--- src/rtl/xbar_pkg.sv ---
// Shared types for the crossbar.
// Assumes: nothing beyond the standard.
package xbar_pkg;
    // Per-slave arbiter phase: idle (free to arbitrate) or busy (grant held)
    typedef enum logic {
        ARB_IDLE = 1'b0,
        ARB_BUSY = 1'b1
    } arb_state_t;
endpackage

--- src/rtl/xbar_decoder.sv ---
// Address decoder for one master: turns the slave-index field of the
// address into a one-hot slave request, or flags the address unmapped.
// Assumes: index values at or above NS have no slave behind them.
module xbar_decoder #(
    parameter int NS   = 5,
    parameter int SELW = 3
) (
    input  logic            req,
    input  logic [SELW-1:0] sel_bits,
    output logic [NS-1:0]   hit,
    output logic            unmapped
);
    // Compare the index field against every slave number
    always_comb begin
        hit = '0;
        for (int s = 0; s < NS; s++) begin
            hit[s] = req && (int'(sel_bits) == s);
        end
        unmapped = req && (int'(sel_bits) >= NS);
    end
endmodule

--- src/rtl/xbar_arbiter.sv ---
// Per-slave arbiter and forward multiplexer. It keeps a default master,
// which is the last one granted and master 0 after reset. An idle slave picks
// a winner in round-robin order starting after the default. A winner that
// equals the default is presented at once. Any other winner becomes the
// default and is presented from the next cycle. The grant holds until s_ready.
// Assumes: a master keeps req, address and data stable until it sees ready.
module xbar_arbiter
    import xbar_pkg::*;
#(
    parameter int NM = 4,
    parameter int AW = 32,
    parameter int DW = 32
) (
    input  logic                   clk,
    input  logic                   rst_n,
    input  logic [NM-1:0]          req,
    input  logic [NM-1:0][AW-1:0]  m_addr,
    input  logic [NM-1:0]          m_write,
    input  logic [NM-1:0][DW-1:0]  m_wdata,
    input  logic                   s_ready,
    output logic [NM-1:0]          gnt,
    output logic                   s_sel,
    output logic [AW-1:0]          s_addr,
    output logic                   s_write,
    output logic [DW-1:0]          s_wdata
);
    localparam int MIW = (NM > 1) ? $clog2(NM) : 1;

    arb_state_t     st_q, st_d;
    logic [MIW-1:0] dflt_q, dflt_d;
    logic [MIW-1:0] win;
    logic [MIW-1:0] cand;
    logic           found;
    logic           any;
    logic           present;

    // Round-robin winner, searching from the master after the default
    always_comb begin
        win   = dflt_q;
        cand  = dflt_q;
        found = 1'b0;
        for (int i = 1; i <= NM; i++) begin
            cand = MIW'((int'(dflt_q) + i) % NM);
            if (!found && req[cand]) begin
                win   = cand;
                found = 1'b1;
            end
        end
        any = |req;
    end

    // Present the default master when busy or when it wins an idle slave
    always_comb begin
        present = (st_q == ARB_BUSY) || (any && (win == dflt_q));
        gnt     = present ? (NM'(1) << dflt_q) : '0;
        s_sel   = present;
        s_addr  = m_addr[dflt_q];
        s_write = m_write[dflt_q];
        s_wdata = m_wdata[dflt_q];
    end

    // Next phase and default master
    always_comb begin
        st_d   = st_q;
        dflt_d = dflt_q;
        case (st_q)
            ARB_IDLE: begin
                if (any) begin
                    if (win == dflt_q) begin
                        if (!s_ready) st_d = ARB_BUSY;
                    end else begin
                        st_d   = ARB_BUSY;
                        dflt_d = win;
                    end
                end
            end
            default: begin
                if (s_ready) st_d = ARB_IDLE;
            end
        endcase
    end

    // State registers with synchronous reset
    always_ff @(posedge clk) begin
        if (!rst_n) begin
            st_q   <= ARB_IDLE;
            dflt_q <= '0;
        end else begin
            st_q   <= st_d;
            dflt_q <= dflt_d;
        end
    end
endmodule

--- src/rtl/xbar_resp.sv ---
// Response router: returns ready and read data to the master granted on
// each slave. Unmapped requests see ready with zero data.
// Assumes: each arbiter grant vector is one-hot or zero, and each master
// is granted on at most one slave.
module xbar_resp #(
    parameter int NM = 4,
    parameter int NS = 5,
    parameter int DW = 32
) (
    input  logic [NS-1:0][NM-1:0] gnt,
    input  logic [NS-1:0]         s_ready,
    input  logic [NS-1:0][DW-1:0] s_rdata,
    input  logic [NM-1:0]         unmapped,
    output logic [NM-1:0]         m_ready,
    output logic [NM-1:0][DW-1:0] m_rdata
);
    // OR together the responses of slaves granting each master
    always_comb begin
        for (int m = 0; m < NM; m++) begin
            m_ready[m] = unmapped[m];
            m_rdata[m] = '0;
            for (int s = 0; s < NS; s++) begin
                if (gnt[s][m]) begin
                    m_ready[m] = m_ready[m] | s_ready[s];
                    m_rdata[m] = m_rdata[m] | s_rdata[s];
                end
            end
        end
    end
endmodule

--- src/rtl/xbar_crossbar.sv ---
// Top of the crossbar: one decoder per master, one arbiter per slave and a
// response router. Slave requests are the transposed decoder hit matrix.
// Assumes: NS <= 2**SELW; the index field is the top SELW address bits.
module xbar_crossbar #(
    parameter int NM   = 4,
    parameter int NS   = 5,
    parameter int AW   = 32,
    parameter int DW   = 32,
    parameter int SELW = 3
) (
    input  logic                   clk,
    input  logic                   rst_n,
    input  logic [NM-1:0]          m_req,
    input  logic [NM-1:0][AW-1:0]  m_addr,
    input  logic [NM-1:0]          m_write,
    input  logic [NM-1:0][DW-1:0]  m_wdata,
    output logic [NM-1:0][DW-1:0]  m_rdata,
    output logic [NM-1:0]          m_ready,
    output logic [NS-1:0]          s_sel,
    output logic [NS-1:0][AW-1:0]  s_addr,
    output logic [NS-1:0]          s_write,
    output logic [NS-1:0][DW-1:0]  s_wdata,
    input  logic [NS-1:0][DW-1:0]  s_rdata,
    input  logic [NS-1:0]          s_ready
);
    logic [NM-1:0][NS-1:0] hit;
    logic [NS-1:0][NM-1:0] sreq;
    logic [NS-1:0][NM-1:0] gnt;
    logic [NM-1:0]         unmapped;

    // Per-master decoders
    for (genvar m = 0; m < NM; m++) begin : g_dec
        xbar_decoder #(.NS(NS), .SELW(SELW)) u_dec (
            .req      (m_req[m]),
            .sel_bits (m_addr[m][AW-1 -: SELW]),
            .hit      (hit[m]),
            .unmapped (unmapped[m])
        );
    end

    // Transpose master hits into per-slave request vectors
    always_comb begin
        for (int s = 0; s < NS; s++) begin
            for (int m = 0; m < NM; m++) begin
                sreq[s][m] = hit[m][s];
            end
        end
    end

    // Per-slave arbiters
    for (genvar s = 0; s < NS; s++) begin : g_arb
        xbar_arbiter #(.NM(NM), .AW(AW), .DW(DW)) u_arb (
            .clk     (clk),
            .rst_n   (rst_n),
            .req     (sreq[s]),
            .m_addr  (m_addr),
            .m_write (m_write),
            .m_wdata (m_wdata),
            .s_ready (s_ready[s]),
            .gnt     (gnt[s]),
            .s_sel   (s_sel[s]),
            .s_addr  (s_addr[s]),
            .s_write (s_write[s]),
            .s_wdata (s_wdata[s])
        );
    end

    xbar_resp #(.NM(NM), .NS(NS), .DW(DW)) u_resp (
        .gnt      (gnt),
        .s_ready  (s_ready),
        .s_rdata  (s_rdata),
        .unmapped (unmapped),
        .m_ready  (m_ready),
        .m_rdata  (m_rdata)
    );
endmodule

--- config.mk ---
export PLATFORM = sky130hd
export DESIGN_NAME = xbar_crossbar
export DESIGN_NICKNAME = d
export VERILOG_FILES = /design/src/rtl/xbar_pkg.sv /design/src/rtl/xbar_decoder.sv /design/src/rtl/xbar_arbiter.sv /design/src/rtl/xbar_resp.sv /design/src/rtl/xbar_crossbar.sv
export SDC_FILE = /design/constraint.sdc
export NUM_CORES = 1
export LEC_CHECK = 0
export ABC_AREA = 0
export BUFFER_PORTS_ARGS = -buffer_cell sky130_fd_sc_hd__buf_2
export CORE_AREA = 2 2 344 346
export DETAILED_ROUTE_END_ITERATION = 8
export DIE_AREA = 0 0 346 348
export PLACE_DENSITY_LB_ADDON = 0.2
export SETUP_SLACK_MARGIN = 0.4
export SLEW_MARGIN = 25
export SYNTH_ARGS = -nofsm -noshare
export SYNTH_HDL_FRONTEND = slang
export SYNTH_SLANG_ARGS = --single-unit
--- constraint.sdc ---
create_clock -name clk -period 4.62 [get_ports clk]
set_input_delay 1.386 -clock clk [delete_from_list [all_inputs] [get_ports clk]]
set_output_delay 1.386 -clock clk [all_outputs]
set_load 0.05 [all_outputs]
==> results.toml <==
[run_status]
outcome = "finished with violations"
violations = "DRC, setup timing"

[setup_path]
critPathLaunchType = "input pin"
path_cells = "buf_8 -> buf_6 -> buf_6 -> nor4bb_4 -> buf_12 -> nor4_4 -> o22ai_1 -> buf_4 -> nor3_4 -> buf_12 -> bufbuf_16 -> a222oi_1 -> buf_4 -> nand2_4 -> buf_8"
crit_path_max_incr_delay_ps = 340
end_kind = "primary output"
rrSetupSlack_ps = 2550
critPathTopFamily = "buffers and inverters"
worstPathRequired_ps = 3230
arrival_ps = 3840
critPathLaunch = "m_addr[29]"
path_buf_inv = 9
crit_fanout = 7
critPathKind = "input pin to primary output"
reg2reg_from = "g_arb[4].u_arb.dflt_q[0]"
crit_slowest_cell = "a222oi_1"

[drt]
avgViaCountPerCell = 4.945
vias = 19210
drtAntennaViolNets = 0
drtIter0Drc = 1515
drt-pass1-iter-count = 9
routed_wl_mm = 112.7
wire_per_inst_um = 29.01
drc = 5

[yosys]
yosys.area.top_type_share_pct = 53.84
synth-simple-area-share_pct = 13.32
synth_xor_area_share_pct = 0.1277
synthTopCellsByArea = "mux4_2, a22oi_1, a32oi_1"
yosysMostFrequentCell = "mux4_2"
synth_edf_count = 0
ys_ff_latch = 15
synth_compound_area_share_pct = 21.26
synthAdderAreaFrac_pct = 1.824
synth_warnings = 0
syn_inst = 1287
yosysTopAreaCell = "mux4_2"
synth_common_cells = "mux4_2, nand3_1, a22oi_1"
async_flop_share_pct = 0
synthesis.nets = 1738
syn_area_per_cell_um2 = 10.66
synth_mux_area_share_pct = 54.36
ys.flop_type = "dfxtp_1"
syn_area_um2 = 13720
synth_top_family_by_area = "multiplexers"
synth_cell_types = 69
yosysSeqAreaShare_pct = 2.189

[die]
dieArea_um2 = 120400
ioPinCount = 893
row_count = 126
die-height_um = 348
die_x_um = 346
start_util_pct = 11.73
core_um2 = 117000

[power]
p_leak_nw = 11.16
vdd_drop_max_mv = 0.1367
power_density_nw_per_um2 = 194.1

[layout]
area_growth_pct = 111.3
final_design_area_no_fill_um2 = 28990
seqCellArea_um2 = 337.8
nFillCells = 12460
drive_above_1_share_pct = 86.29
nNetsFinal = 2794
multi_input_area_um2 = 16130

[placement]
place_congestion = 0.8865
place_area_um2 = 24090
io_buffers = 892
dp_hpwl_mm = 78.77
dp_slack_ps = -820.0

[sta]
rsz0062_at_grt = "true"
clock.fmax_ghz = 0.1913
worst_slew_pin_slew_ps = 1091
tns_ps = -67250
min_period_ps = 5226
fin_crit_sh_pct = 113.1
slew_headroom_pct = 27.25
worst_clock_skew_ps = 2.664
finalSetupViolations = 134
timing.final.ws_setup_ps = -606.4
slew_violations = 0
hold_viol_final = 0

[grt]
grt_usage_pct = 17.06
grt_pass1_vias = 19090
antenna_found_initial = 15
grt_pass1_wl_mm = 152.1
grt-ovfl-total = 0
grt_max_degree = 71

[clock_tree]
clock-sinks = 15
cts.clk_slew.worst_paths_ps = 60
cts_tree = "done"
clockRootBuffer = "clkbuf_16"
cts_htree_levels = 1
clock_latency_ps = 260
cts_made_buffers = 3
clock_path_buffers = 2

[min_path]
hold_path.class = "flop to flop"
hp-start = "g_arb[3].u_arb.st_q"

[flow_run]
maxCapViolations = 0
## routing by layer
layer	vias to the layer above	routed length (µm)	track usage, %
met1	10110	48060	23.02
met3	134	8488	3.368
met4	12	2267	2.977
met2	1037	53780	28.42
met5	-	60	0
li1	7917	-	-
## tightest hold or removal path, cell delays in order (launching register included)
cell     delay [ps]
dfxtp_1         350
o41ai_1          90
a21oi_1          90
## metrics by stage
stage	util, %	hold slack [ps]	cells	power, mW
5_1_grt	24.78	645.7	3883	5.812
6_report	24.78	571.1	3884	5.628
3_5_place_dp	20.60	561.7	3746	4.717
2_1_floorplan	-	522.0	1287	3.126
3_3_place_gp	20.60	576.6	3746	4.730
4_1_cts	23.48	574.0	3827	5.474
## cells by family after synthesis
logic type                 Yosys count
and+or+nand+nor                    342
adders and majority gates           20
xor gates and xnor gates             2
buffers and inverters              217
muxes                              335
AOI/OAI and AO/OA                  356
DFF                                 15
## repair_timing
action / in CTS / in global routing
buffers inserted: 53 / 42
gates resized for setup: 489 / 173
hold buffers: 0 / 0
pin swaps: 89 / 137
gates cloned: 24 / 9
setup endpoints to repair: 137 / 137
## layout make-up
class	instances	area share, %
inverters	30	0.3885
repair buffers	1238	35.84
clock buffers	4	0.2719
well taps	1536	6.630
diodes	6	0.05180
flip-flops and latches	15	1.165
multi-input cells	1055	55.65
## worst paths after layout
path                                   end  depth (start not counted)
hold / removal         g_arb[3].u_arb.st_q                          2
hold reg to reg        g_arb[3].u_arb.st_q                          2
setup / recovery              m_rdata[112]                         15
setup reg to reg  g_arb[4].u_arb.dflt_q[0]                          6
## sequential cells by signal, summed over array words and instances, names as in the netlist
register	count
g_arb.u_arb.dflt_q	10
g_arb.u_arb.st_q	5
## report_power, final
group	total (mW)	internal, mW	switching, mW
registers	0.164	0.137	0.0268
clock network	0.189	0.118	0.0709
logic	5.28	1.91	3.36
total	5.63	2.17	3.46
## layout by cell type, fill, tap and decap left out, types with 7 or more instances in the layout
cell type  count
nand2_1       40
o21ai_0       14
buf_8         74
nand3_1       24
buf_4        184
a32oi_4       41
a22oi_2      120
dfxtp_4       10
nand2_4       31
mux4_2       328
nand3_4      101
nor3_4         7
a21oi_1       23
buf_16        29
nor2_1        21
buf_6         94
a222oi_1      32
clkbuf_16     11
nand2_2       45
a32oi_2       25
ha_1          16
nand3_2       11
a31oi_4        8
buf_2        743
a22oi_1       10
inv_1         30
a32oi_1       35
buf_12       104
(Power assumes the default switching activity.)
